## config.mk

```make
export PLATFORM = sky130hd
export DESIGN_NAME = irq_aggregator
export DESIGN_NICKNAME = d
export VERILOG_FILES = /design/src/rtl/irq_aggregator_pkg.sv /design/src/rtl/irq_ext_delay.sv /design/src/rtl/irq_flag_bank.sv /design/src/rtl/irq_gate.sv /design/src/rtl/irq_aggregator.sv
export SDC_FILE = /design/constraint.sdc
export NUM_CORES = 1
export LEC_CHECK = 0
export BUFFER_PORTS_ARGS = -buffer_cell sky130_fd_sc_hd__clkbuf_2
export CAP_MARGIN = 10
export CORE_MARGIN = 2
export CORE_UTILIZATION = 46
export DETAILED_ROUTE_END_ITERATION = 7
export MAX_ROUTING_LAYER = met4
export PLACE_DENSITY = 0.74
export SYNTH_ARGS = -nofsm -noshare
export SYNTH_HDL_FRONTEND = slang
export SYNTH_SLANG_ARGS = --single-unit
```

## constraint.sdc

```tcl
create_clock -name clk -period 1.3 [get_ports clk]
set_input_delay 0.065 -clock clk [delete_from_list [all_inputs] [get_ports clk]]
set_output_delay 0.065 -clock clk [all_outputs]
set_load 0.005 [all_outputs]
```

## src/rtl/irq_aggregator_pkg.sv

```systemverilog
package irq_aggregator_pkg;
  localparam int REG_W   = 8;
  localparam int CORE_N  = 3;
  localparam int ADDR_W  = 2;

  localparam logic [ADDR_W-1:0] A_CORE  = 2'd0;
  localparam logic [ADDR_W-1:0] A_PFLAG = 2'd1;
  localparam logic [ADDR_W-1:0] A_PEN   = 2'd2;

  // core control register field positions
  localparam int B_GLOB  = 7;
  localparam int B_GROUP = 6;
  localparam int B_ENLO  = 3;
  localparam int B_FLGLO = 0;
endpackage

```

## src/rtl/irq_ext_delay.sv

```systemverilog
module irq_ext_delay #(
  parameter int W     = 2,
  parameter int DEPTH = 2
) (
  input  logic         clk,
  input  logic         rst_n,
  input  logic [W-1:0] din,
  output logic [W-1:0] dout
);
  generate
    if (DEPTH == 0) begin : g_pass
      assign dout = din;
    end else begin : g_pipe
      logic [W-1:0] stage [DEPTH];
      always_ff @(posedge clk) begin
        if (!rst_n) begin
          for (int i = 0; i < DEPTH; i++) stage[i] <= '0;
        end else begin
          stage[0] <= din;
          for (int i = 1; i < DEPTH; i++) stage[i] <= stage[i-1];
        end
      end
      assign dout = stage[DEPTH-1];
    end
  endgenerate
endmodule

```

## src/rtl/irq_flag_bank.sv

```systemverilog
module irq_flag_bank #(
  parameter int W = 3
) (
  input  logic         clk,
  input  logic         rst_n,
  input  logic [W-1:0] evt,
  input  logic         wr,
  input  logic [W-1:0] wdata,
  output logic [W-1:0] flags
);
  // an event always beats a software write to the same bit
  function automatic logic [W-1:0] next_flags(logic [W-1:0] cur, logic [W-1:0] ev,
                                              logic we, logic [W-1:0] wd);
    return ev | (we ? wd : cur);
  endfunction

  logic [W-1:0] flag_q;

  always_ff @(posedge clk) begin
    if (!rst_n) flag_q <= '0;
    else        flag_q <= next_flags(flag_q, evt, wr, wdata);
  end

  assign flags = flag_q;

  generate
    for (genvar i = 0; i < W; i++) begin : g_chk
      assert_event_sets_flag_R2: assert property (@(posedge clk) disable iff (!rst_n)
        evt[i] |=> flag_q[i]);
      assert_event_beats_clear_R9: assert property (@(posedge clk) disable iff (!rst_n)
        (evt[i] && wr && !wdata[i]) |=> flag_q[i]);
      assert_flag_holds_R8: assert property (@(posedge clk) disable iff (!rst_n)
        (!evt[i] && !wr) |=> $stable(flag_q[i]));
    end
  endgenerate
endmodule

```

## src/rtl/irq_gate.sv

```systemverilog
module irq_gate #(
  parameter int NC = 3,
  parameter int NP = 5
) (
  input  logic [NC-1:0] core_flags,
  input  logic [NC-1:0] core_en,
  input  logic [NP-1:0] per_flags,
  input  logic [NP-1:0] per_en,
  input  logic          group_en,
  input  logic          glob_en,
  output logic          core_hit,
  output logic          per_hit,
  output logic          wake,
  output logic          req
);
  function automatic logic any_core(logic [NC-1:0] f, logic [NC-1:0] e);
    return |(f & e);
  endfunction

  function automatic logic any_per(logic [NP-1:0] f, logic [NP-1:0] e, logic g);
    return g & (|(f & e));
  endfunction

  assign core_hit = any_core(core_flags, core_en);
  assign per_hit  = any_per(per_flags, per_en, group_en);
  assign wake     = core_hit | per_hit;
  assign req      = glob_en & wake;
endmodule

```

## src/rtl/irq_aggregator.sv

```systemverilog
module irq_aggregator
  import irq_aggregator_pkg::*;
#(
  parameter int              NUM_PERIPH = 5,
  parameter int              EXT_LAT    = 2,
  parameter int              VEC_W      = 13,
  parameter logic [VEC_W-1:0] VECTOR    = 13'h0004
) (
  input  logic                  clk,
  input  logic                  rst_n,
  input  logic                  pin_evt,
  input  logic                  portchg_evt,
  input  logic                  tmr0_evt,
  input  logic [NUM_PERIPH-1:0] periph_evt,
  input  logic                  reg_wr,
  input  logic [ADDR_W-1:0]     reg_addr,
  input  logic [REG_W-1:0]      reg_wdata,
  output logic [REG_W-1:0]      reg_rdata,
  input  logic                  irq_take,
  input  logic                  irq_return,
  output logic                  irq_req,
  output logic                  wake,
  output logic [VEC_W-1:0]      vector
);
  localparam int EXT_N = 2;

  // named internal events
  logic [EXT_N-1:0]      ext_late;
  logic [CORE_N-1:0]     core_evt;
  logic [CORE_N-1:0]     core_flags;
  logic [CORE_N-1:0]     core_en_q;
  logic [NUM_PERIPH-1:0] per_flags;
  logic [NUM_PERIPH-1:0] per_en_q;
  logic                  group_q;
  logic                  glob_q;
  logic                  wr_core, wr_pflag, wr_pen;
  logic                  core_hit, per_hit;

  function automatic logic [REG_W-1:0] zext(logic [NUM_PERIPH-1:0] v);
    logic [REG_W-1:0] r;
    r = '0;
    r[NUM_PERIPH-1:0] = v;
    return r;
  endfunction

  assign wr_core  = reg_wr && (reg_addr == A_CORE);
  assign wr_pflag = reg_wr && (reg_addr == A_PFLAG);
  assign wr_pen   = reg_wr && (reg_addr == A_PEN);

  // bit0 port change, bit1 pin: delayed path
  irq_ext_delay #(.W(EXT_N), .DEPTH(EXT_LAT)) u_ext (
    .clk(clk), .rst_n(rst_n),
    .din({pin_evt, portchg_evt}),
    .dout(ext_late)
  );

  assign core_evt = {tmr0_evt, ext_late};

  irq_flag_bank #(.W(CORE_N)) u_core_flags (
    .clk(clk), .rst_n(rst_n), .evt(core_evt),
    .wr(wr_core), .wdata(reg_wdata[B_FLGLO +: CORE_N]),
    .flags(core_flags)
  );

  irq_flag_bank #(.W(NUM_PERIPH)) u_per_flags (
    .clk(clk), .rst_n(rst_n), .evt(periph_evt),
    .wr(wr_pflag), .wdata(reg_wdata[NUM_PERIPH-1:0]),
    .flags(per_flags)
  );

  // control bits; priority for global enable: take > return > write
  always_ff @(posedge clk) begin
    if (!rst_n) begin
      glob_q    <= 1'b0;
      group_q   <= 1'b0;
      core_en_q <= '0;
      per_en_q  <= '0;
    end else begin
      if (wr_core) begin
        glob_q    <= reg_wdata[B_GLOB];
        group_q   <= reg_wdata[B_GROUP];
        core_en_q <= reg_wdata[B_ENLO +: CORE_N];
      end
      if (wr_pen) per_en_q <= reg_wdata[NUM_PERIPH-1:0];
      if (irq_return) glob_q <= 1'b1;
      if (irq_take)   glob_q <= 1'b0;
    end
  end

  irq_gate #(.NC(CORE_N), .NP(NUM_PERIPH)) u_gate (
    .core_flags(core_flags), .core_en(core_en_q),
    .per_flags(per_flags), .per_en(per_en_q),
    .group_en(group_q), .glob_en(glob_q),
    .core_hit(core_hit), .per_hit(per_hit),
    .wake(wake), .req(irq_req)
  );

  always_comb begin
    case (reg_addr)
      A_CORE:  reg_rdata = {glob_q, group_q, core_en_q, core_flags};
      A_PFLAG: reg_rdata = zext(per_flags);
      A_PEN:   reg_rdata = zext(per_en_q);
      default: reg_rdata = '0;
    endcase
  end

  assign vector = VECTOR;

  assert_take_clears_glob_R6: assert property (@(posedge clk) disable iff (!rst_n)
    irq_take |=> !glob_q);
  assert_return_sets_glob_R7: assert property (@(posedge clk) disable iff (!rst_n)
    (irq_return && !irq_take) |=> glob_q);
  assert_no_req_when_off_R5: assert property (@(posedge clk) disable iff (!rst_n)
    !glob_q |-> !irq_req);
  assert_req_implies_wake_R10: assert property (@(posedge clk) disable iff (!rst_n)
    irq_req |-> wake);
  assert_group_gates_periph_R11: assert property (@(posedge clk) disable iff (!rst_n)
    !group_q |-> !per_hit);
endmodule

```

# --- Word level (Yosys, flattened, before mapping) ---
# Memory sizes are Yosys's and may differ from the RTL's.
# Cells that the tools add are included.
totals:
  reg_bits: 18
  ram_bits: 4
  input_bits: 23
  output_inout_bits: 23
  word_cells: 36
  memories: 1
mem_list:
  columns: ["memory", "depth", "width", "rd", "rd_ports_with_merged_regs", "write_ports", "line_no", "source"]
  rows:
  - ["u_ext.g_pipe.stage", 2, 2, 2, 0, 2, "irq_ext_delay.sv:14", "logic [W-1:0] stage [DEPTH];"]
op_classes:
  n_eq_ne: 2
  muxes: 9
  n_bitwise: 10
  reduce_logical: 8
ops:
  columns: ["operator", "count"]
  rows:
  - ["$pmux 8 s3", 1]
  - ["$and 5x5->5", 1]
  - ["$mux 5", 1]
  - ["$or 5x5->5", 1]
  - ["$reduce_or 5->1", 1]
  - ["$mux 1", 4]
  - ["$mux 2", 2]
  - ["$and 3x3->3", 1]
  - ["$logic_and 1x1->1", 3]
  - ["$mux 3", 1]
  - ["$or 1x1->1", 3]
  - ["$or 3x3->3", 1]
  - ["$reduce_or 3->1", 1]
  - ["$and 1x1->1", 2]
  - ["$eq 2x1->1 const B", 1]
  - ["$eq 2x2->1 const B", 1]
  - ["$logic_not 2->1", 1]
  - ["$reduce_bool 2->1", 1]
  - ["$reduce_or 2->1", 1]
  - ["$not 1->1", 1]

# --- Logic depth before layout (Yosys ltp) ---
depth:
  ltp_word: 5
  mapped_depth: 5

# --- By module ---
# A second synthesis with hierarchy kept.
hier_totals:
  cells_unflattened: 114
  hier_area_um2: 1156.1
modules_own_cells:
  columns: ["module", "instances", "cells_per_inst", "area_per_inst_um2", "seq_area_each_um2"]
  rows:
  - ["irq_aggregator", 1, 71, 666.9, 200.2]
  - ["irq_flag_bank (u_per_flags)", 1, 15, 193.9, 100.1]
  - ["irq_ext_delay", 1, 10, 120.1, 80.1]
  - ["irq_flag_bank (u_core_flags)", 1, 9, 116.4, 60.1]
  - ["irq_gate", 1, 9, 58.8, 0.0]

# --- Worst setup path before layout ---
# No wires, ideal clock.
synth_timing:
  path_kind: "input to register"
  from: "input reg_addr[0]"
  to: "register u_core_flags.flag_q[2], in the netlist u_core_flags.flags[2]"
  arrival_ns: 0.972
  required_time_ns: 1.185
  slack_ns: 0.213
  path_stages: 5
  n_path_buf: 2
  cell_sequence: "buf_6 > nor3b_4 > buf_6 > mux2_4 > o21a_1"
synth_between:
  elab_chain_len: 4
synth_lines:
  columns: ["item", "line_no", "source"]
  rows:
  - ["start, declared", "irq_aggregator.sv:16", "input logic [ADDR_W-1:0] reg_addr,"]
  - ["$logic_not 2->1", "irq_aggregator.sv:46", "assign wr_core = reg_wr && (reg_addr == A_CORE);"]
  - ["$logic_and 1x1->1", "irq_aggregator.sv:46", null]
  - ["$mux 3", "irq_flag_bank.sv:14", "return ev | (we ? wd : cur);"]
  - ["$or 3x3->3", "irq_flag_bank.sv:14", null]
  - ["end signal, assigned", "irq_flag_bank.sv:21", "else flag_q <= next_flags(flag_q, evt, wr, wdata);"]
  - ["end, declared", "irq_flag_bank.sv:17", "logic [W-1:0] flag_q;"]
# No other way between the ends.
# A chain may end at the register's enable or synchronous reset.

# --- Final worst setup path ---
layout_timing:
  from: "register u_per_flags.flag_q[3], in the netlist u_per_flags.flags[3]"
  to: "output irq_req"
layout_between:
  elab_chain_len: 5
layout_lines:
  columns: ["item", "line_no", "source"]
  rows:
  - ["start, declared", "irq_flag_bank.sv:17", null]
  - ["start signal, assigned", "irq_flag_bank.sv:21", null]
  - ["$and 5x5->5", "irq_gate.sv:21", "return g & (|(f & e));"]
  - ["$reduce_or 5->1", "irq_gate.sv:21", null]
  - ["$and 1x1->1", "irq_gate.sv:21", null]
  - ["$or 1x1->1", "irq_gate.sv:26", "assign wake = core_hit | per_hit;"]
  - ["$and 1x1->1", "irq_gate.sv:27", "assign req = glob_en & wake;"]
  - ["end, declared", "irq_aggregator.sv:21", "output logic irq_req,"]
# No other way between the ends.

==> metrics.md <==
| Metric | Value |
|---|---|
| Status | complete, but fails checks |
| Failing checks | setup timing |
| DRC | 0 |
| Die area | 3000 sq um |
| Post-route ant nets | 0 |
| Area grow syn2layout | 20.8% |
| Max Clock Skew | 0.00102 ns |
| Avg WL per Cell | 12.9 um |
| DRT Pass-1 Iters | 4 |
| Synthesized cell area | 1190 sq um |
| Global-route wire length before repair | 3750 um |
| Setup crit end kind | output pin |
| Tot GR Track Use | 18.2% |
| CTS tree | built |
| Peak supply drop | 882 uV |
| Combinational share of power | 18.6% |
| Critical Path Start | u_per_flags.flags[3] |
| Most frequent cells in the layout | 32 x clkbuf_2, 20 x dfxtp_1, 13 x conb_1 |
| CTS max path bufs | 2 |
| Switch Pwr | 0.000311 W |
| CP max FO | 2 |
| Worst hold margin | 0.0254 ns |
| Largest net degree at the start of global routing | 23 |
| Antenna cells | 0 |
| WL final | 2470 um |
| # IOs | 46 |
| Filler Cell Count | 233 |
| RSZ-0062 raised after global routing | yes |
| Final Cycle Share | 107% |
| Hold Path Origin | reg_wdata[3] |
| Slew Viols, Final | 0 |
| Initial antenna violation count | 0 |
| Initial Util | 48.3% |
| Clk Latency, worst-skew pair | 0.29 ns |
| Reg power frac | 58.3% |
| Max-cap violation count | 0 |
| Reg2Reg Capture Point | u_per_flags.flags[3] |
| Vias in the first global route | 825 |
| Setup TNS | -0.158 ns |
| Ys Warns | 0 |
| CTS H-tree depth | 1 |
| Flops & latches, synth | 22 |
| Hold Vio Cnt, Final | 0 |
| DPL Wire Length | 1820 um |
| Cell Pwr Density | 881 nW/um^2 |
| Leakage power | 0.650 nW |
| DR vias | 959 |
| Leading cell type in the layout, fill and taps excluded | clkbuf_2 |
| Placer Congestion | 0.848 |
| Int Power | 0.000951 W |
| Seq/Total Area, Yosys | 37.1% |
| Cell Rows | 18 |
| Reg2Reg Setup Slack | 0.34 ns |
| DR vias/cell | 4.99 |
| Mean Syn Cell Area | 9.88 sq um |
| Final setup vio count | 2 |
| Critical path type | register to output pin |
| Die width | 54.8 um |
| CTS clk-pin slew, worst paths | 0.11 ns |
| CTS Sinks | 22 |
| Input/output buffers | 32 |
| Type of the worst min-delay path | input pin to register |
| Worst r2r path cells | 3 |
| WP data required | 1.24 ns |
| Final Worst Setup Slack | -0.0848 ns |
| Initial DRC count | 38 |
| CP arrival | 1.32 ns |
| Layout cells sized above 1 | 33.3% |
| Synth Instances | 120 |
| Clock Power Share | 23.1% |
| Tmin final | 1.38 ns |
| GRT overflow | 0 |
| CTS Buf Count | 3 |
| Die height | 54.8 um |
| Core Region | 2450 sq um |
| Root Buffer | clkbuf_4 |
| Reg2reg start | u_per_flags.flags[3] |
| Worst setup SP type | register |
| Max frequency | 722 MHz |
| Hold path depth | 3 |
| Hold Path Sink | per_en_q[3] |
| Nets | 187 |
| Sw Share | 24.6% |
| Yosys cell types | 26 |
[Yosys cell counts, drive strengths merged]
cell	count	area share [%]
inv	1	0.32
a22oi	1	0.63
a21oi	1	0.42
clkbuf	1	0.32
buf	19	13
a21bo	1	0.84
dfxtp	22	37
mux2i	10	8.4
nand2b	1	0.53
nor3b	1	1.6
a21boi	6	3.8
nand2	11	3.5
nand3b	2	2.3
mux2	8	8.5
a222oi	2	1.7
nor2	1	0.32
o21ai	5	2.1
nand3	5	2.1
nor2b	5	2.6
o21a	8	5.1
conb	2	0.63
and2	7	3.7
[power groups by stage]
stage | clock network, W | logic, W | registers (W)
5_1_grt | 0.000320 | 0.000262 | 0.000739
3_5_place_dp | 0 | 0.000207 | 0.000750
3_3_place_gp | 0 | 0.000202 | 0.000748
2_1_floorplan | 0 | 0.000172 | 0.000740
4_1_cts | 0.000301 | 0.000231 | 0.000734
6_report | 0.000291 | 0.000235 | 0.000736
[how the worst max path moves through the flow]
stage                     slack, ns  cells after the start                     to
final                         -0.08                      4                irq_req
after global routing          -0.19                      4                irq_req
after CTS                     -0.11                      4                irq_req
after detailed placement       0.08                      4  u_core_flags.flags[1]
after global placement         0.10                      4  u_core_flags.flags[0]
after floorplan                0.21                      5  u_core_flags.flags[2]
[per-stage QoR]
stage / worst slack (ns) / total power, W / util [%] / instance area, sq um / instances
floorplan: 0.213 / 0.000913 / - / 1230 / 131
global placement: 0.105 / 0.000950 / 53.0 / 1300 / 178
detailed placement: 0.0784 / 0.000957 / 53.0 / 1300 / 178
CTS: -0.107 / 0.00127 / 58.0 / 1420 / 191
global route: -0.190 / 0.00132 / 58.4 / 1430 / 192
finish: -0.0848 / 0.00126 / 58.4 / 1430 / 192
[layer usage]
metal | GRT usage, % | vias to the layer above | routed length (um)
met5 | - | - | 0
met2 | 30.0 | 33 | 1280
li1 | - | 471 | -
met1 | 22.7 | 453 | 1060
met3 | 1.64 | 2 | 116
met4 | 7.50 | 0 | 21
[worst max-delay path, stage by stage (launching register included)]
cell and delay [ns]:
dfxtp_2 0.34, a222oi_1 0.32, a21bo_2 0.19, a21boi_1 0.06, clkbuf_2 0.13
[timing repair]
action                     in CTS  in global routing
hold endpoints to repair        9                  0
setup endpoints to repair       2                  2
hold buffers                   10                  0
gates resized for setup         2                  1
pin swaps                       3                  2
buffers inserted                0                  1
[cell families after synthesis]
group           synth area share (%)
flops                           37.1
compound gates                  14.6
simple gates                    16.7
buf+inv                         14.0
mux                             17.0
other cells                    0.633
[state kept, by name (all words and copies together) (netlist names)]
name	flops
core_en_q	3
glob_q	1
group_q	1
per_en_q	5
u_core_flags.flags	3
u_ext.g_pipe.stage	4
u_per_flags.flags	5
[area by class of cell]
class | instances | area [sq um] | area share, %
well taps | 30 | 37.5 | 2.62
flip-flops and latches | 22 | 443 | 30.9
multi-input cells | 88 | 621 | 43.3
repair buffers | 48 | 305 | 21.3
clock buffers | 3 | 22.5 | 1.57
inverters | 1 | 3.75 | 0.262
Power figures use the tool's default switching activity.
